### src/rtl/can_bt_pkg.sv
`timescale 1ns/1ps
// Shared types for the CAN bit timing unit.
package can_bt_pkg;
    typedef enum logic [1:0] {
        SEG_SYNC = 2'd0,
        SEG_PH1  = 2'd1,
        SEG_PH2  = 2'd2
    } seg_e;
endpackage

### src/rtl/can_bt_prescaler.sv
`timescale 1ns/1ps
// Quantum prescaler: raises tq_tick for one clock every brp_sel+1 clocks.
// Assumes brp_sel may change at any time; >= comparison avoids a long wrap.
module can_bt_prescaler #(
    parameter int BRP_W = 6
) (
    input  logic             clk,
    input  logic             rst_n,
    input  logic [BRP_W-1:0] brp_sel,
    output logic             tq_tick
);
    logic [BRP_W-1:0] div_cnt;

    assign tq_tick = (div_cnt >= brp_sel);

    // Count clocks inside the current quantum.
    always_ff @(posedge clk) begin
        if (!rst_n)       div_cnt <= '0;
        else if (tq_tick) div_cnt <= '0;
        else              div_cnt <= div_cnt + 1'b1;
    end
endmodule

### src/rtl/can_bt_vote.sv
`timescale 1ns/1ps
// Keeps the bus level of the two previous quanta. Gives the previous level
// for edge detection and the single- or three-sample bit value.
// Assumes rx_raw is already synchronized to clk.
module can_bt_vote (
    input  logic clk,
    input  logic rst_n,
    input  logic tq_tick,
    input  logic rx_raw,
    input  logic triple_en,
    output logic prev_rx,
    output logic vote_bit
);
    logic [1:0] hist;
    logic       maj;

    // Shift in the level seen in each quantum.
    always_ff @(posedge clk) begin
        if (!rst_n)       hist <= 2'b11;
        else if (tq_tick) hist <= {hist[0], rx_raw};
    end

    // Majority of the two older quanta and the current one.
    always_comb begin
        maj      = (hist[1] & hist[0]) | (hist[1] & rx_raw) | (hist[0] & rx_raw);
        vote_bit = triple_en ? maj : rx_raw;
    end

    assign prev_rx = hist[0];
endmodule

### src/rtl/can_bt_seq.sv
`timescale 1ns/1ps
// Segment sequencer: walks sync / phase-1 / phase-2 quanta and handles
// hard synchronization and jump-width-limited resynchronization.
// Assumes timing fields change only near a bit start.
module can_bt_seq
    import can_bt_pkg::*;
#(
    parameter int TS1_W = 4,
    parameter int TS2_W = 3,
    parameter int SJW_W = 2
) (
    input  logic             clk,
    input  logic             rst_n,
    input  logic             tq_tick,
    input  logic             rx_raw,
    input  logic             prev_rx,
    input  logic             vote_bit,
    input  logic             hard_sync_en,
    input  logic             tx_dominant,
    input  logic [TS1_W-1:0] tseg1_sel,
    input  logic [TS2_W-1:0] tseg2_sel,
    input  logic [SJW_W-1:0] sjw_sel,
    output logic             rx_bit,
    output logic             sample_stb,
    output logic             bit_start_stb
);
    localparam int WMAX  = (TS1_W > TS2_W) ? ((TS1_W > SJW_W) ? TS1_W : SJW_W)
                                           : ((TS2_W > SJW_W) ? TS2_W : SJW_W);
    localparam int CNT_W = WMAX + 2;

    seg_e             seg_q, seg_d;
    logic [CNT_W-1:0] cnt_q, cnt_d, ext_q, ext_d, shr_q, shr_d;
    logic             used_q, used_d, smp_d, start_d;
    logic             falling, hsync, rsync;
    logic [CNT_W-1:0] jump_w, ts1_base, ts2_len, lag, lead;

    // Edge classification and derived lengths.
    always_comb begin
        falling  = tq_tick & prev_rx & ~rx_raw;
        hsync    = falling & hard_sync_en;
        rsync    = falling & ~hard_sync_en & ~used_q & ~tx_dominant;
        jump_w   = CNT_W'(sjw_sel) + 1'b1;
        ts1_base = CNT_W'(tseg1_sel);
        ts2_len  = CNT_W'(tseg2_sel) + 1'b1;
        lag      = cnt_q + 1'b1;
        lead     = ts2_len - cnt_q;
    end

    // Next-state logic for one quantum.
    always_comb begin
        seg_d   = seg_q;
        cnt_d   = cnt_q;
        ext_d   = ext_q;
        shr_d   = shr_q;
        used_d  = used_q;
        smp_d   = 1'b0;
        start_d = 1'b0;
        if (tq_tick) begin
            if (hsync) begin
                start_d = 1'b1;
                seg_d   = SEG_PH1;
                cnt_d   = '0;
                ext_d   = '0;
                shr_d   = '0;
                used_d  = 1'b1;
            end else begin
                case (seg_q)
                    SEG_SYNC: begin
                        start_d = 1'b1;
                        seg_d   = SEG_PH1;
                        cnt_d   = '0;
                        ext_d   = '0;
                        shr_d   = '0;
                        used_d  = falling;
                    end
                    SEG_PH1: begin
                        if (rsync) begin
                            ext_d  = (lag < jump_w) ? lag : jump_w;
                            used_d = 1'b1;
                        end
                        if (cnt_q >= ts1_base + ext_d) begin
                            smp_d = 1'b1;
                            seg_d = SEG_PH2;
                            cnt_d = '0;
                        end else begin
                            cnt_d = cnt_q + 1'b1;
                        end
                    end
                    SEG_PH2: begin
                        if (rsync && (lead <= jump_w)) begin
                            start_d = 1'b1;
                            seg_d   = SEG_PH1;
                            cnt_d   = '0;
                            ext_d   = '0;
                            shr_d   = '0;
                            used_d  = 1'b1;
                        end else begin
                            if (rsync) begin
                                shr_d  = jump_w;
                                used_d = 1'b1;
                            end
                            if (cnt_q >= ts2_len - 1'b1 - shr_d) begin
                                seg_d = SEG_SYNC;
                                cnt_d = '0;
                            end else begin
                                cnt_d = cnt_q + 1'b1;
                            end
                        end
                    end
                    default: begin
                        seg_d = SEG_SYNC;
                        cnt_d = '0;
                    end
                endcase
            end
        end
    end

    // State, strobes and sampled bit registers.
    always_ff @(posedge clk) begin
        if (!rst_n) begin
            seg_q         <= SEG_SYNC;
            cnt_q         <= '0;
            ext_q         <= '0;
            shr_q         <= '0;
            used_q        <= 1'b0;
            rx_bit        <= 1'b1;
            sample_stb    <= 1'b0;
            bit_start_stb <= 1'b0;
        end else begin
            seg_q         <= seg_d;
            cnt_q         <= cnt_d;
            ext_q         <= ext_d;
            shr_q         <= shr_d;
            used_q        <= used_d;
            sample_stb    <= smp_d;
            bit_start_stb <= start_d;
            if (smp_d) rx_bit <= vote_bit;
        end
    end
endmodule

### src/rtl/can_bit_timing.sv
`timescale 1ns/1ps
// CAN bit timing unit top: prescaler, sample history and segment sequencer.
// Assumes rx_raw is synchronized to clk; 0 is the dominant level.
module can_bit_timing #(
    parameter int BRP_W = 6,
    parameter int TS1_W = 4,
    parameter int TS2_W = 3,
    parameter int SJW_W = 2
) (
    input  logic             clk,
    input  logic             rst_n,
    input  logic [BRP_W-1:0] brp_sel,
    input  logic [TS1_W-1:0] tseg1_sel,
    input  logic [TS2_W-1:0] tseg2_sel,
    input  logic [SJW_W-1:0] sjw_sel,
    input  logic             triple_en,
    input  logic             hard_sync_en,
    input  logic             tx_dominant,
    input  logic             rx_raw,
    output logic             rx_bit,
    output logic             sample_stb,
    output logic             bit_start_stb
);
    logic tq_tick;
    logic prev_rx;
    logic vote_bit;

    can_bt_prescaler #(.BRP_W(BRP_W)) u_pre (
        .clk     (clk),
        .rst_n   (rst_n),
        .brp_sel (brp_sel),
        .tq_tick (tq_tick)
    );

    can_bt_vote u_vote (
        .clk       (clk),
        .rst_n     (rst_n),
        .tq_tick   (tq_tick),
        .rx_raw    (rx_raw),
        .triple_en (triple_en),
        .prev_rx   (prev_rx),
        .vote_bit  (vote_bit)
    );

    can_bt_seq #(.TS1_W(TS1_W), .TS2_W(TS2_W), .SJW_W(SJW_W)) u_seq (
        .clk           (clk),
        .rst_n         (rst_n),
        .tq_tick       (tq_tick),
        .rx_raw        (rx_raw),
        .prev_rx       (prev_rx),
        .vote_bit      (vote_bit),
        .hard_sync_en  (hard_sync_en),
        .tx_dominant   (tx_dominant),
        .tseg1_sel     (tseg1_sel),
        .tseg2_sel     (tseg2_sel),
        .sjw_sel       (sjw_sel),
        .rx_bit        (rx_bit),
        .sample_stb    (sample_stb),
        .bit_start_stb (bit_start_stb)
    );
endmodule

### config.mk
export PLATFORM = sky130hd
export DESIGN_NAME = can_bit_timing
export DESIGN_NICKNAME = d
export VERILOG_FILES = /design/src/rtl/can_bt_pkg.sv /design/src/rtl/can_bt_prescaler.sv /design/src/rtl/can_bt_vote.sv /design/src/rtl/can_bt_seq.sv /design/src/rtl/can_bit_timing.sv
export SDC_FILE = /design/constraint.sdc
export NUM_CORES = 1
export LEC_CHECK = 0
export ABC_AREA = 0
export BUFFER_PORTS_ARGS = -buffer_cell sky130_fd_sc_hd__buf_2
export CAP_MARGIN = 0
export CORE_MARGIN = 2
export CORE_UTILIZATION = 50
export DETAILED_ROUTE_END_ITERATION = 10
export GPL_TIMING_DRIVEN = 0
export PLACE_DENSITY = 0.69
export RECOVER_POWER = 25
export SLEW_MARGIN = 20
export SYNTH_ARGS = -nofsm -noshare
export SYNTH_HDL_FRONTEND = slang
export SYNTH_SLANG_ARGS = --single-unit
export TNS_END_PERCENT = 20
### constraint.sdc
create_clock -name clk -period 8.1 [get_ports clk]
set_input_delay 1.62 -clock clk [delete_from_list [all_inputs] [get_ports clk]]
set_output_delay 1.62 -clock clk [all_outputs]
set_load 0.02 [all_outputs]
==> flow_summary_export.csv, run 1 <==
group,metric,value,unit
run_status,status,"finished, final reports clean",
critical_path,crit_arrival,6.46,ns
layout,area_delta_synth_final,10.8,%
global_routing,grt_antenna_before_repair,0,
critical_path,cp.required,8.33,ns
global_routing,grt_use_total,20.8,%
floorplan,coreArea,5170,µm²
layout,final_layout_size_suffix_gt1_share,10.6,%
clock_network,post_cts_buffers,0,
clock_network,cts_buffers,5,
clock_network,cts_tree,"built",
global_routing,grt_max_degree,11,
sta,finalClockSkew,0.00360,ns
critical_path,slowest_stage,"o221ai_1",
route,drt_iter0_markers,55,
synth,synth_cell_types,55,
synth,seq_area_frac_synth,23.7,%
critical_path,cp-end-kind,"flop",
clock_network,clk_pin_slew,0.07,ns
sta,finalSetupViolations,0,
sta,min_period_over_period,76.9,%
route,drc_errors,0,
floorplan,start_util,52.3,%
clock_network,cts_sinks,32,
critical_path,start_kind,"primary input",
critical_path,max_stage_delay,0.39,ns
place,pre_cts_ws,1.58,ns
critical_path,regToRegSetupSlack,2.88,ns
power_and_ir_drop,p_leak,1.34,nW
floorplan,die_w,77.6,µm
sta,slew-limit-headroom,36.1,%
critical_path,cpLargestDelayFamily,"compound AO/OA/AOI/OAI gates",
layout,utilization,57.9,%
sta,period_needed,6.23,ns
sta,maxSlewViolCount,0,
power_and_ir_drop,finalPower,380,µW
power_and_ir_drop,power.switching,113,µW
route,avgRoutedWirePerCell,13.6,µm
route,first_pass_iters,4,
synth,synth_edf_count,0,
synth,syn_area,2710,µm²
power_and_ir_drop,p_int,268,µW
route,post_drt_via_cell_ratio,5.48,
sta,tightestPinTransition,0.949,ns
critical_path,critical_path_buf_inv_count,2,
run,drv_cap,0,
route,ant_nets,0,
sta,hold_slack,0.429,ns
route,wl,5820,µm
synth,ys.flop_type,"dfxtp_1",
synth,synth_nets,394,
floorplan,io_pins,24,
critical_path,cp_max_fo,10,
global_routing,grt_pass1_vias,2177,
power_and_ir_drop,p_per_area,127,nW/µm²
global_routing,overflow,0,
clock_network,clk-insertion-delay-late,0.28,ns
sta,setup_tns,0,ns
clock_network,cts_hold_buf,0,
layout,nNetsFinal,424,
sta,worst_slack,1.87,ns
critical_path,path_class,"primary input to flop",
clock_network,cts_resized,0,
floorplan,die_area,6010,µm²
place,port_buffers,23,
synth,async_flop_share,0,%
sta,fmax,0.160,GHz
critical_path,path_cells,"buf_2 -> ha_1 -> nand2b_1 -> a21oi_1 -> o221ai_1 -> nand2_1 -> clkbuf_1 -> nand2_1 -> o21ai_0 -> ha_1 -> a21o_1 -> a21oi_1 -> nor2b_1 -> o21ai_0 -> xnor2_1 -> nand2_1 -> ha_1 -> a2111oi_0 -> o2bb2ai_1 -> and4bb_2 -> a31oi_4 -> nor3b_1 -> a21o_1",
layout,diodes,0,
route,num_vias,2347,
global_routing,grt_pass1_wl,10000,µm
layout,fillers,502,
clock_network,cts.htree.levels,2,
place,globalplace.congestion,0.914,
worst_hold_path,hold_class,"flop to flop",
synth,ys.warnings.count,0,
power_and_ir_drop,p_sw_share,29.6,%
sta,hold_viol_final,0,
synth,syn-mean-instance-area,8.27,µm²
floorplan,rows,26,
place,hpwl,4680,µm
clock_network,clockBufferDepth,2,
sta,grt_setup_unrepaired,"no",
power_and_ir_drop,pwr-share-seq,43.2,%
power_and_ir_drop,comb_power_share,23.3,%
synth,synth_seq_cells,32,
power_and_ir_drop,clkPwrFrac,33.5,%
power_and_ir_drop,vdd_drop_max,0.0716,mV
clock_network,cts_root_buf,"clkbuf_8",
floorplan,die_h,77.6,µm
synth,netlist_instances,327,
cell usage in the layout (no fill, tap or decap), types with 3 or more instances in the layout:
cell | Yosys | routed
o21ai_0 | 18 | 18
o22ai_1 | 3 | 3
o21a_1 | 4 | 4
dfxtp_1 | 32 | 32
buf_2 | 0 | 20
xor2_1 | 7 | 7
inv_1 | 30 | 30
xnor2_1 | 7 | 7
nand2b_1 | 7 | 7
o2bb2ai_1 | 3 | 3
nor2_1 | 28 | 28
nor3_1 | 6 | 6
clkbuf_1 | 5 | 8
fa_1 | 3 | 3
a211oi_1 | 3 | 3
ha_1 | 43 | 43
nor2b_1 | 4 | 4
a21oi_1 | 18 | 18
a21o_1 | 7 | 7
and2_1 | 8 | 8
and3_1 | 4 | 4
mux2i_1 | 6 | 6
o31ai_1 | 3 | 3
nand3_1 | 12 | 12
clkbuf_8 | 0 | 6
nand2_1 | 27 | 27
power by group through the flow:
stage | clock (mW) | sequential, mW | combinational [mW]
3_5_place_dp | 0 | 0.168 | 0.0887
5_1_grt | 0.137 | 0.164 | 0.103
2_1_floorplan | 0 | 0.167 | 0.0664
4_1_cts | 0.131 | 0.164 | 0.0894
6_report | 0.127 | 0.164 | 0.0887
3_3_place_gp | 0 | 0.168 | 0.0867
area by class of cell:
type | instances | area [µm²] | share of cell area (%)
Clock buffer | 6 | 82.6 | 2.76
Sequential cell | 32 | 641 | 21.4
Inverter | 30 | 113 | 3.76
Clock inverter | 2 | 10.0 | 0.334
Buffer | 5 | 18.8 | 0.626
Timing Repair Buffer | 23 | 111 | 3.72
Multi-Input combinational cell | 260 | 1930 | 64.5
Tap cell | 70 | 87.6 | 2.92
registers in the layout, summed over array words and instances (netlist names):
register,count
u_seq.shr_q,6
u_seq.sample_stb,1
u_seq.used_q,1
u_seq.ext_q,6
u_seq.bit_start_stb,1
u_seq.rx_bit,1
u_seq.seg_q,2
u_seq.cnt_q,6
u_pre.div_cnt,6
u_vote.hist,2
worst register-to-register path: stages, from the launching register on:
cell	delay, ns
dfxtp_1	0.37
inv_1	0.06
ha_1	0.26
nand2b_1	0.14
a21oi_1	0.19
o221ai_1	0.39
nand2_1	0.29
clkbuf_1	0.39
nand2_1	0.09
o21ai_0	0.20
ha_1	0.32
a21o_1	0.18
a21oi_1	0.21
nor2b_1	0.07
o21ai_0	0.19
xnor2_1	0.14
nand2_1	0.07
ha_1	0.23
a2111oi_0	0.37
o2bb2ai_1	0.26
and4bb_2	0.32
a31oi_4	0.08
nor3b_1	0.25
a21o_1	0.10
worst paths after layout:
kind / from / endpoint / depth (start not counted)
worst max-delay path: brp_sel[0] / u_seq.cnt_q[3]$_SDFFE_PN0P_ / 23
worst min register to register: u_seq.shr_q[3]$_SDFFE_PN0P_ / u_seq.shr_q[3]$_SDFFE_PN0P_ / 2
worst max register to register: u_pre.div_cnt[0]$_SDFF_PP0_ / u_seq.cnt_q[3]$_SDFFE_PN0P_ / 23
worst min-delay path: u_seq.shr_q[3]$_SDFFE_PN0P_ / u_seq.shr_q[3]$_SDFFE_PN0P_ / 2
synthesized netlist by cell type, types with 3 or more instances:
cell	number	area share, %
a211oi_1	3	0.83
a21o_1	7	1.9
a21oi_1	18	3.3
and2_1	8	1.9
and3_1	4	0.92
clkbuf_1	5	0.69
dfxtp_1	32	24
fa_1	3	2.2
ha_1	43	20
inv_1	30	4.2
mux2i_1	6	2.2
nand2_1	27	3.7
nand2b_1	7	1.6
nand3_1	12	2.2
nor2_1	28	3.9
nor2b_1	4	0.92
nor3_1	6	1.1
o21a_1	4	1.1
o21ai_0	18	3.3
o22ai_1	3	0.69
o2bb2ai_1	3	0.97
o31ai_1	3	0.83
xnor2_1	7	2.3
xor2_1	7	2.3
cell families after synthesis:
kind of cell / Yosys count / synth area share (%)
simple gates: 109 / 20.1
mux: 6 / 2.22
xor+xnor: 14 / 4.53
buf+inv: 35 / 4.86
fa+ha+maj: 46 / 22.1
compound gates: 85 / 22.5
flops: 32 / 23.7
metrics by stage:
step / area (µm²) / instances
floorplan: 2710 / 327
global placement: 2910 / 420
detailed placement: 2910 / 420
CTS: 3000 / 428
global route: 3000 / 428
finish: 3000 / 428
routing by layer:
metal	routed length (µm)	track usage, %	vias to the layer above
met5	0	0	-
li1	-	-	1238
met4	46	4.82	0
met3	171	3.49	5
met1	2850	28.9	1085
met2	2760	33.6	19
Note: power is estimated with default switching activity, not from simulation.
==> run 2: changes to the inputs <==
--- a/config.mk
+++ b/config.mk
@@ -5,14 +5,14 @@
 export SDC_FILE = /design/constraint.sdc
 export NUM_CORES = 1
 export LEC_CHECK = 0
-export ABC_AREA = 0
+export ABC_AREA = 1
 export BUFFER_PORTS_ARGS = -buffer_cell sky130_fd_sc_hd__buf_2
 export CAP_MARGIN = 0
 export CORE_MARGIN = 2
 export CORE_UTILIZATION = 50
 export DETAILED_ROUTE_END_ITERATION = 10
 export GPL_TIMING_DRIVEN = 0
-export PLACE_DENSITY = 0.69
+export PLACE_DENSITY = 0.71
 export RECOVER_POWER = 25
 export SLEW_MARGIN = 20
 export SYNTH_ARGS = -nofsm -noshare
==> constraint.sdc (replaced) <==
create_clock -name clk -period 5.3 [get_ports clk]
set_input_delay 1.06 -clock clk [delete_from_list [all_inputs] [get_ports clk]]
set_output_delay 1.06 -clock clk [all_outputs]
set_load 0.02 [all_outputs]
==> run 2 against run 1 <==
Effect of this change: via count rose by 6.8%; first-iteration DRC count rose by 110%; total power rose by 60%; utilization fell by 1.3 points; sequential share of layout area fell by 0.60 points; synthesized cell count rose by 24%; final cell count rose by 18%; critical path depth rose by 7; routed wire length barely moved; final area rose by 2.9%; global-route usage fell by 0.83 points; sequential power rose by 51%; largest cell class unchanged; highest routed layer unchanged.
==> flow_summary_export.csv, run 2 <==
group,metric,value,unit
synth,netlist_instances,404,
sta,grt_setup_unrepaired,"no",
floorplan,rows,27,
layout,layout_common_cells,"87 x nand2_1, 72 x inv_1, 43 x ha_1",
sta,hold_viol_final,0,
clock_network,cts_hold_buf,0,
synth,syn_area,2780,µm²
global_routing,grt_pass1_wl,9800,µm
sta,finalClockSkew,0.0128,ns
synth,syn-mean-instance-area,6.88,µm²
layout,area_delta_synth_final,10.9,%
critical_path,slowest_stage,"ha_1",
power_and_ir_drop,p_leak,1.56,nW
sta,slew-limit-headroom,64.5,%
global_routing,grt_pass1_vias,2317,
power_and_ir_drop,vdd_drop_max,0.174,mV
floorplan,io_pins,24,
layout,nNetsFinal,500,
synth,synth_top_area_share,23.0,%
critical_path,path_class,"primary input to flop",
sta,maxSlewViolCount,0,
critical_path,crit_path_frequent_cell,"nand2_1",
sta,min_period_over_period,91.7,%
sta,period_needed,4.86,ns
layout,final_layout_size_suffix_gt1_share,11.5,%
route,drc_errors,0,
power_and_ir_drop,finalPower,609,µW
sta,setup_tns,0,ns
clock_network,cts_buffers,5,
critical_path,start_kind,"primary input",
synth,synth_seq_cells,32,
floorplan,die_w,78.6,µm
synth,synth_nets,471,
synth,yosysTopAreaCell,"dfxtp_1",
sta,finalSetupViolations,0,
floorplan,start_util,51.1,%
clock_network,clk_pin_slew,0.07,ns
synth,synth.most_common_cell,"nand2_1",
layout,diodes,0,
critical_path,cp_max_fo,5,
critical_path,max_stage_delay,0.32,ns
route,wl,5820,µm
route,post_drt_via_cell_ratio,4.95,
critical_path,cp.required,5.52,ns
route,drt_iter0_markers,118,
route,num_vias,2507,
global_routing,grt_max_degree,12,
synth,seq_area_frac_synth,23.0,%
place,globalplace.congestion,0.846,
synth,synth_cell_types,33,
place,dpl.cell_count,498,
clock_network,cts_resized,0,
synth,synth_edf_count,0,
clock_network,cts_sinks,32,
synth,synthTopCellsByCount,"87 x nand2_1, 72 x inv_1, 43 x ha_1, 40 x nor2_1, 32 x dfxtp_1",
global_routing,grt_use_total,19.9,%
clock_network,clockBufferDepth,2,
clock_network,post_cts_buffers,0,
global_routing,overflow,0,
critical_path,cp-end-kind,"flop",
clock_network,cts.htree.levels,2,
floorplan,coreArea,5440,µm²
clock_network,clk-insertion-delay-late,0.30,ns
floorplan,die_h,78.6,µm
power_and_ir_drop,p_per_area,198,nW/µm²
route,avgRoutedWirePerCell,11.5,µm
route,first_pass_iters,4,
critical_path,crit_arrival,5.08,ns
place,hpwl,4830,µm
clock_network,cts_root_buf,"clkbuf_8",
route,ant_nets,0,
layout,final_cells,506,
clock_network,cts_tree,"built",
synth,async_flop_share,0,%
synth,ys.flop_type,"dfxtp_1",
synth,synth.area.top_cells,"dfxtp_1 23%, ha_1 19%, nand2_1 12%, inv_1 9.7%, nor2_1 5.4%",
place,port_buffers,22,
sta,tightestPinTransition,0.533,ns
sta,hold_slack,0.435,ns
worst_hold_path,hold_class,"flop to flop",
global_routing,grt_antenna_before_repair,0,
critical_path,regToRegSetupSlack,0.79,ns
run_status,status,"finished, final reports clean",
layout,final_common_cell,"nand2_1",
floorplan,die_area,6170,µm²
layout,fillers,546,
layout,utilization,56.7,%
run,drv_cap,0,
sta,fmax,0.206,GHz
synth,ys.warnings.count,0,
==> run 2: critical path: cells and delay by family <==
kind	cells	cell delay, ns
simple gates	15	1.51
buf+inv	5	0.38
fa+ha+maj	4	1.17
compound gates	6	0.92
==> run 2: through the flow <==
step,worst slack (ns),instance area [µm²]
final,0.440,3080
after global placement,0.214,2980
after CTS,0.446,3090
after floorplan,0.793,2780
after detailed placement,0.165,2980
after global routing,0.0318,3080
==> run 2: report_power, final <==
group | internal [mW] | switching, mW | total (mW)
clock | 0.139 | 0.0999 | 0.239
sequential | 0.244 | 0.00348 | 0.248
combinational | 0.0477 | 0.0747 | 0.122
==> run 2: area by class of cell <==
class                   count  area [µm²]  area share [%]
flip-flops and latches     32         641            20.8
clock inverters             3        42.5            1.38
clock buffers               5        68.8            2.23
multi-input cells         291        1830            59.3
well taps                  72        90.1            2.92
inverters                  77         289            9.37
plain buffers               4        17.5           0.568
repair buffers             22         106            3.45
==> run 2: cells by family after synthesis <==
| group | count (synthesis) | share of synthesized area [%] |
|---|---|---|
| adders and majority gates | 47 | 21.9 |
| AOI/OAI and AO/OA | 51 | 10.5 |
| and+or+nand+nor | 181 | 29.7 |
| xor gates and xnor gates | 12 | 3.78 |
| buffers and inverters | 81 | 11.1 |
| DFF | 32 | 23.0 |
==> run 2: path summary, 6_finish.rpt <==
| check | end | cells past startpoint | from |
|---|---|---|---|
| min | u_seq.shr_q[5]$_SDFFE_PN0P_ | 2 | u_seq.shr_q[5]$_SDFFE_PN0P_ |
| min reg2reg | u_seq.shr_q[5]$_SDFFE_PN0P_ | 2 | u_seq.shr_q[5]$_SDFFE_PN0P_ |
| max | u_seq.cnt_q[3]$_SDFFE_PN0P_ | 30 | sjw_sel[0] |
| max reg2reg | u_seq.cnt_q[3]$_SDFFE_PN0P_ | 27 | u_seq.cnt_q[1]$_SDFFE_PN0P_ |
==> run 2: routing by layer <==
metal | vias to the layer above | part of all wire, % | GRT usage (%) | wire (µm)
met2 | 33 | 48 | 35.4 | 2810
li1 | 1357 | - | - | -
met1 | 1112 | 48 | 24.0 | 2770
met5 | - | 0 | 0 | 0
met4 | 0 | 0.94 | 6.67 | 55
met3 | 5 | 3.2 | 3.68 | 184
==> run 3: changes to the inputs <==
--- a/config.mk
+++ b/config.mk
@@ -17,5 +17,6 @@
 export SLEW_MARGIN = 20
 export SYNTH_ARGS = -nofsm -noshare
 export SYNTH_HDL_FRONTEND = slang
+export SYNTH_HIERARCHICAL = 1
 export SYNTH_SLANG_ARGS = --single-unit
 export TNS_END_PERCENT = 20
==> run 3 against run 2 <==
Effect of this change: flip-flop and latch count stayed put; combinational power is 7% higher; routed wire length is 6.3% higher; synthesized area is 5.8% higher; final area is 6.0% higher; critical path type unchanged; critical endpoint is now u_seq/cnt_q[2]$_SDFFE_PN0P_; largest power group unchanged.
==> flow_summary_export.csv, run 3 <==
group,metric,value,unit
route,drt_iter0_markers,121,
route,first_pass_iters,4,
floorplan,coreArea,5610,µm²
route,num_vias,2662,
synth,synthTopCellsByCount,"107 x nand2_1, 75 x inv_1, 44 x ha_1, 38 x nand3_1, 32 x dfxtp_1",
global_routing,overflow,0,
sta,tightestPinTransition,0.358,ns
synth,synth.area.top_cells,"dfxtp_1 22%, ha_1 19%, nand2_1 14%, inv_1 9.6%, nand3_1 6.5%",
layout,final_common_cell,"nand2_1",
layout,layout_common_cells,"107 x nand2_1, 75 x inv_1, 44 x ha_1",
clock_network,clockBufferDepth,2,
synth,async_flop_share,0,%
floorplan,start_util,52.5,%
critical_path,cp.required,5.50,ns
global_routing,grt_pass1_vias,2448,
route,post_drt_via_cell_ratio,5.01,
route,ant_nets,0,
power_and_ir_drop,pwr-share-seq,43.4,%
clock_network,clk_pin_slew,0.07,ns
synth,synth_edf_count,0,
place,port_buffers,23,
clock_network,clk-insertion-delay-late,0.28,ns
critical_path,cp_max_fo,6,
critical_path,cpLargestDelayFamily,"adder cells",
clock_network,cts_hold_buf,0,
critical_path,regToRegSetupSlack,0.81,ns
floorplan,die_w,80.7,µm
power_and_ir_drop,p_leak,1.68,nW
power_and_ir_drop,finalPower,577,µW
critical_path,max_stage_delay,0.41,ns
floorplan,io_pins,24,
place,globalplace.congestion,0.818,
floorplan,die_h,80.7,µm
place,hpwl,5050,µm
critical_path,cp-end-kind,"flop",
layout,diodes,0,
global_routing,grt_pass1_wl,10800,µm
clock_network,cts_buffers,5,
route,drc_errors,0,
clock_network,cts_sinks,32,
floorplan,rows,27,
synth,synth_top_area_share,21.8,%
synth,yosysTopAreaCell,"dfxtp_1",
sta,fmax,0.203,GHz
power_and_ir_drop,vdd_drop_max,0.163,mV
synth,synth.most_common_cell,"nand2_1",
clock_network,cts_tree,"built",
clock_network,cts_root_buf,"clkbuf_8",
route,wl,6190,µm
synth,seq_area_frac_synth,21.8,%
synth,ys.warnings.count,6,
global_routing,grt_antenna_before_repair,0,
power_and_ir_drop,power.switching,173,µW
critical_path,crit_arrival,5.13,ns
synth,synth_cell_types,35,
power_and_ir_drop,p_per_area,176,nW/µm²
sta,worst_slack,0.371,ns
run_status,status,"finished, final reports clean",
sta,hold_viol_final,0,
global_routing,grt_max_degree,11,
power_and_ir_drop,comb_power_share,22.8,%
layout,area_delta_synth_final,11.1,%
synth,ys.flop_type,"dfxtp_1",
power_and_ir_drop,clkPwrFrac,33.8,%
synth,syn_area,2940,µm²
place,dpl.cell_count,522,
synth,synth_seq_cells,32,
global_routing,grt_use_total,21.1,%
critical_path,start_kind,"primary input",
floorplan,die_area,6510,µm²
place,pre_cts_ws,-0.00819,ns
layout,nNetsFinal,526,
critical_path,critical_path_buf_inv_count,3,
synth,netlist_instances,427,
clock_network,cts.htree.levels,2,
sta,finalClockSkew,0.00719,ns
power_and_ir_drop,p_int,403,µW
worst_hold_path,hold_class,"flop to flop",
sta,finalSetupViolations,0,
layout,fillers,554,
run,drv_cap,0,
layout,final_cells,531,
sta,period_needed,4.93,ns
sta,min_period_over_period,93.0,%
sta,slew-limit-headroom,76.1,%
critical_path,path_class,"primary input to flop",
sta,maxSlewViolCount,0,
layout,final_layout_size_suffix_gt1_share,12.9,%
critical_path,slowest_stage,"fa_1",
synth,synth_nets,495,
power_and_ir_drop,p_sw_share,30.1,%
synth,syn-mean-instance-area,6.89,µm²
route,avgRoutedWirePerCell,11.7,µm
==> run 3: changes by cell type after synthesis, sizes merged, moves of 3 or more <==
cell	delta
inv	+5
nand2	+16
o21ai	-6
and2	+3
nor2	-7
a21oi	+4
xor2	+4
nand3	+12
==> run 3: final timing paths <==
check | startpoint | end | cells after the start
worst max-delay path | sjw_sel[0] | u_seq/cnt_q[2]$_SDFFE_PN0P_ | 25
worst min-delay path | u_seq/shr_q[5]$_SDFFE_PN0P_ | u_seq/shr_q[5]$_SDFFE_PN0P_ | 2
worst max register to register | u_seq/cnt_q[1]$_SDFFE_PN0P_ | u_seq/cnt_q[2]$_SDFFE_PN0P_ | 23
worst min register to register | u_seq/shr_q[5]$_SDFFE_PN0P_ | u_seq/shr_q[5]$_SDFFE_PN0P_ | 2
==> run 3: cells by family (layout without fill, tap and decap cells) <==
group | count (synthesis) | count (layout) | share of synthesized area, %
simple gates | 199 | 199 | 30.9
buf+inv | 86 | 118 | 12.1
fa+ha+maj | 47 | 47 | 20.8
compound gates | 46 | 46 | 9.19
flops | 32 | 32 | 21.8
xor+xnor | 17 | 17 | 5.32
==> run 3: power groups by stage <==
stage | Combinational, mW | Clock (mW) | Sequential, mW
4_1_cts | 0.130 | 0.201 | 0.250
5_1_grt | 0.156 | 0.209 | 0.251
2_1_floorplan | 0.0952 | 0 | 0.255
3_5_place_dp | 0.129 | 0 | 0.256
3_3_place_gp | 0.124 | 0 | 0.256
6_report | 0.131 | 0.195 | 0.250
==> run 3: through the flow <==
stage                     hold WS, ns   TNS, ns  instance area (µm²)  util (%)
after global routing            0.454  -0.00604                 3270      58.3
after detailed placement        0.429  -0.00819                 3150      56.1
after floorplan                 0.415         0                 2940         -
final                           0.436         0                 3270      58.3
after CTS                       0.439         0                 3240      57.8
after global placement          0.422         0                 3150      56.1
==> run 3: final cells by class <==
type | instances | area, µm² | area share, %
multi-input cells | 309 | 1970 | 60.2
flip-flops and latches | 32 | 641 | 19.6
inverters | 82 | 320 | 9.80
repair buffers | 24 | 119 | 3.64
well taps | 72 | 90.1 | 2.76
clock buffers | 7 | 86.3 | 2.64
plain buffers | 4 | 37.5 | 1.15
clock inverters | 1 | 7.51 | 0.230
==> run 3: worst register-to-register path, stage by stage (launching register included) <==
cell      delay [ns]
dfxtp_1         0.53
ha_1            0.25
xor2_1          0.30
ha_1            0.30
o21ai_0         0.07
nand2_1         0.07
nor2_1          0.19
nand2_1         0.12
nand2_1         0.08
nand3_1         0.10
and2_1          0.17
ha_1            0.20
fa_1            0.41
a21oi_1         0.17
o21ai_0         0.12
xor2_1          0.18
ha_1            0.27
nand2_1         0.08
inv_1           0.06
o211ai_1        0.13
nand3_2         0.17
o21ai_4         0.24
nand3_1         0.10
a21oi_1         0.13
==> run 3: layer usage <==
layer / routed length [µm] / GRT usage, %
met1: 2970 / 28.0
met2: 2840 / 35.8
met3: 327 / 3.60
met4: 47 / 4.75
met5: 0 / 0
==> run 3: repair_timing <==
item | 4_1_cts | 5_1_grt
setup buffers | 0 | 1
endpoints found under the setup margin | 0 | 8
gates resized for setup | 0 | 7
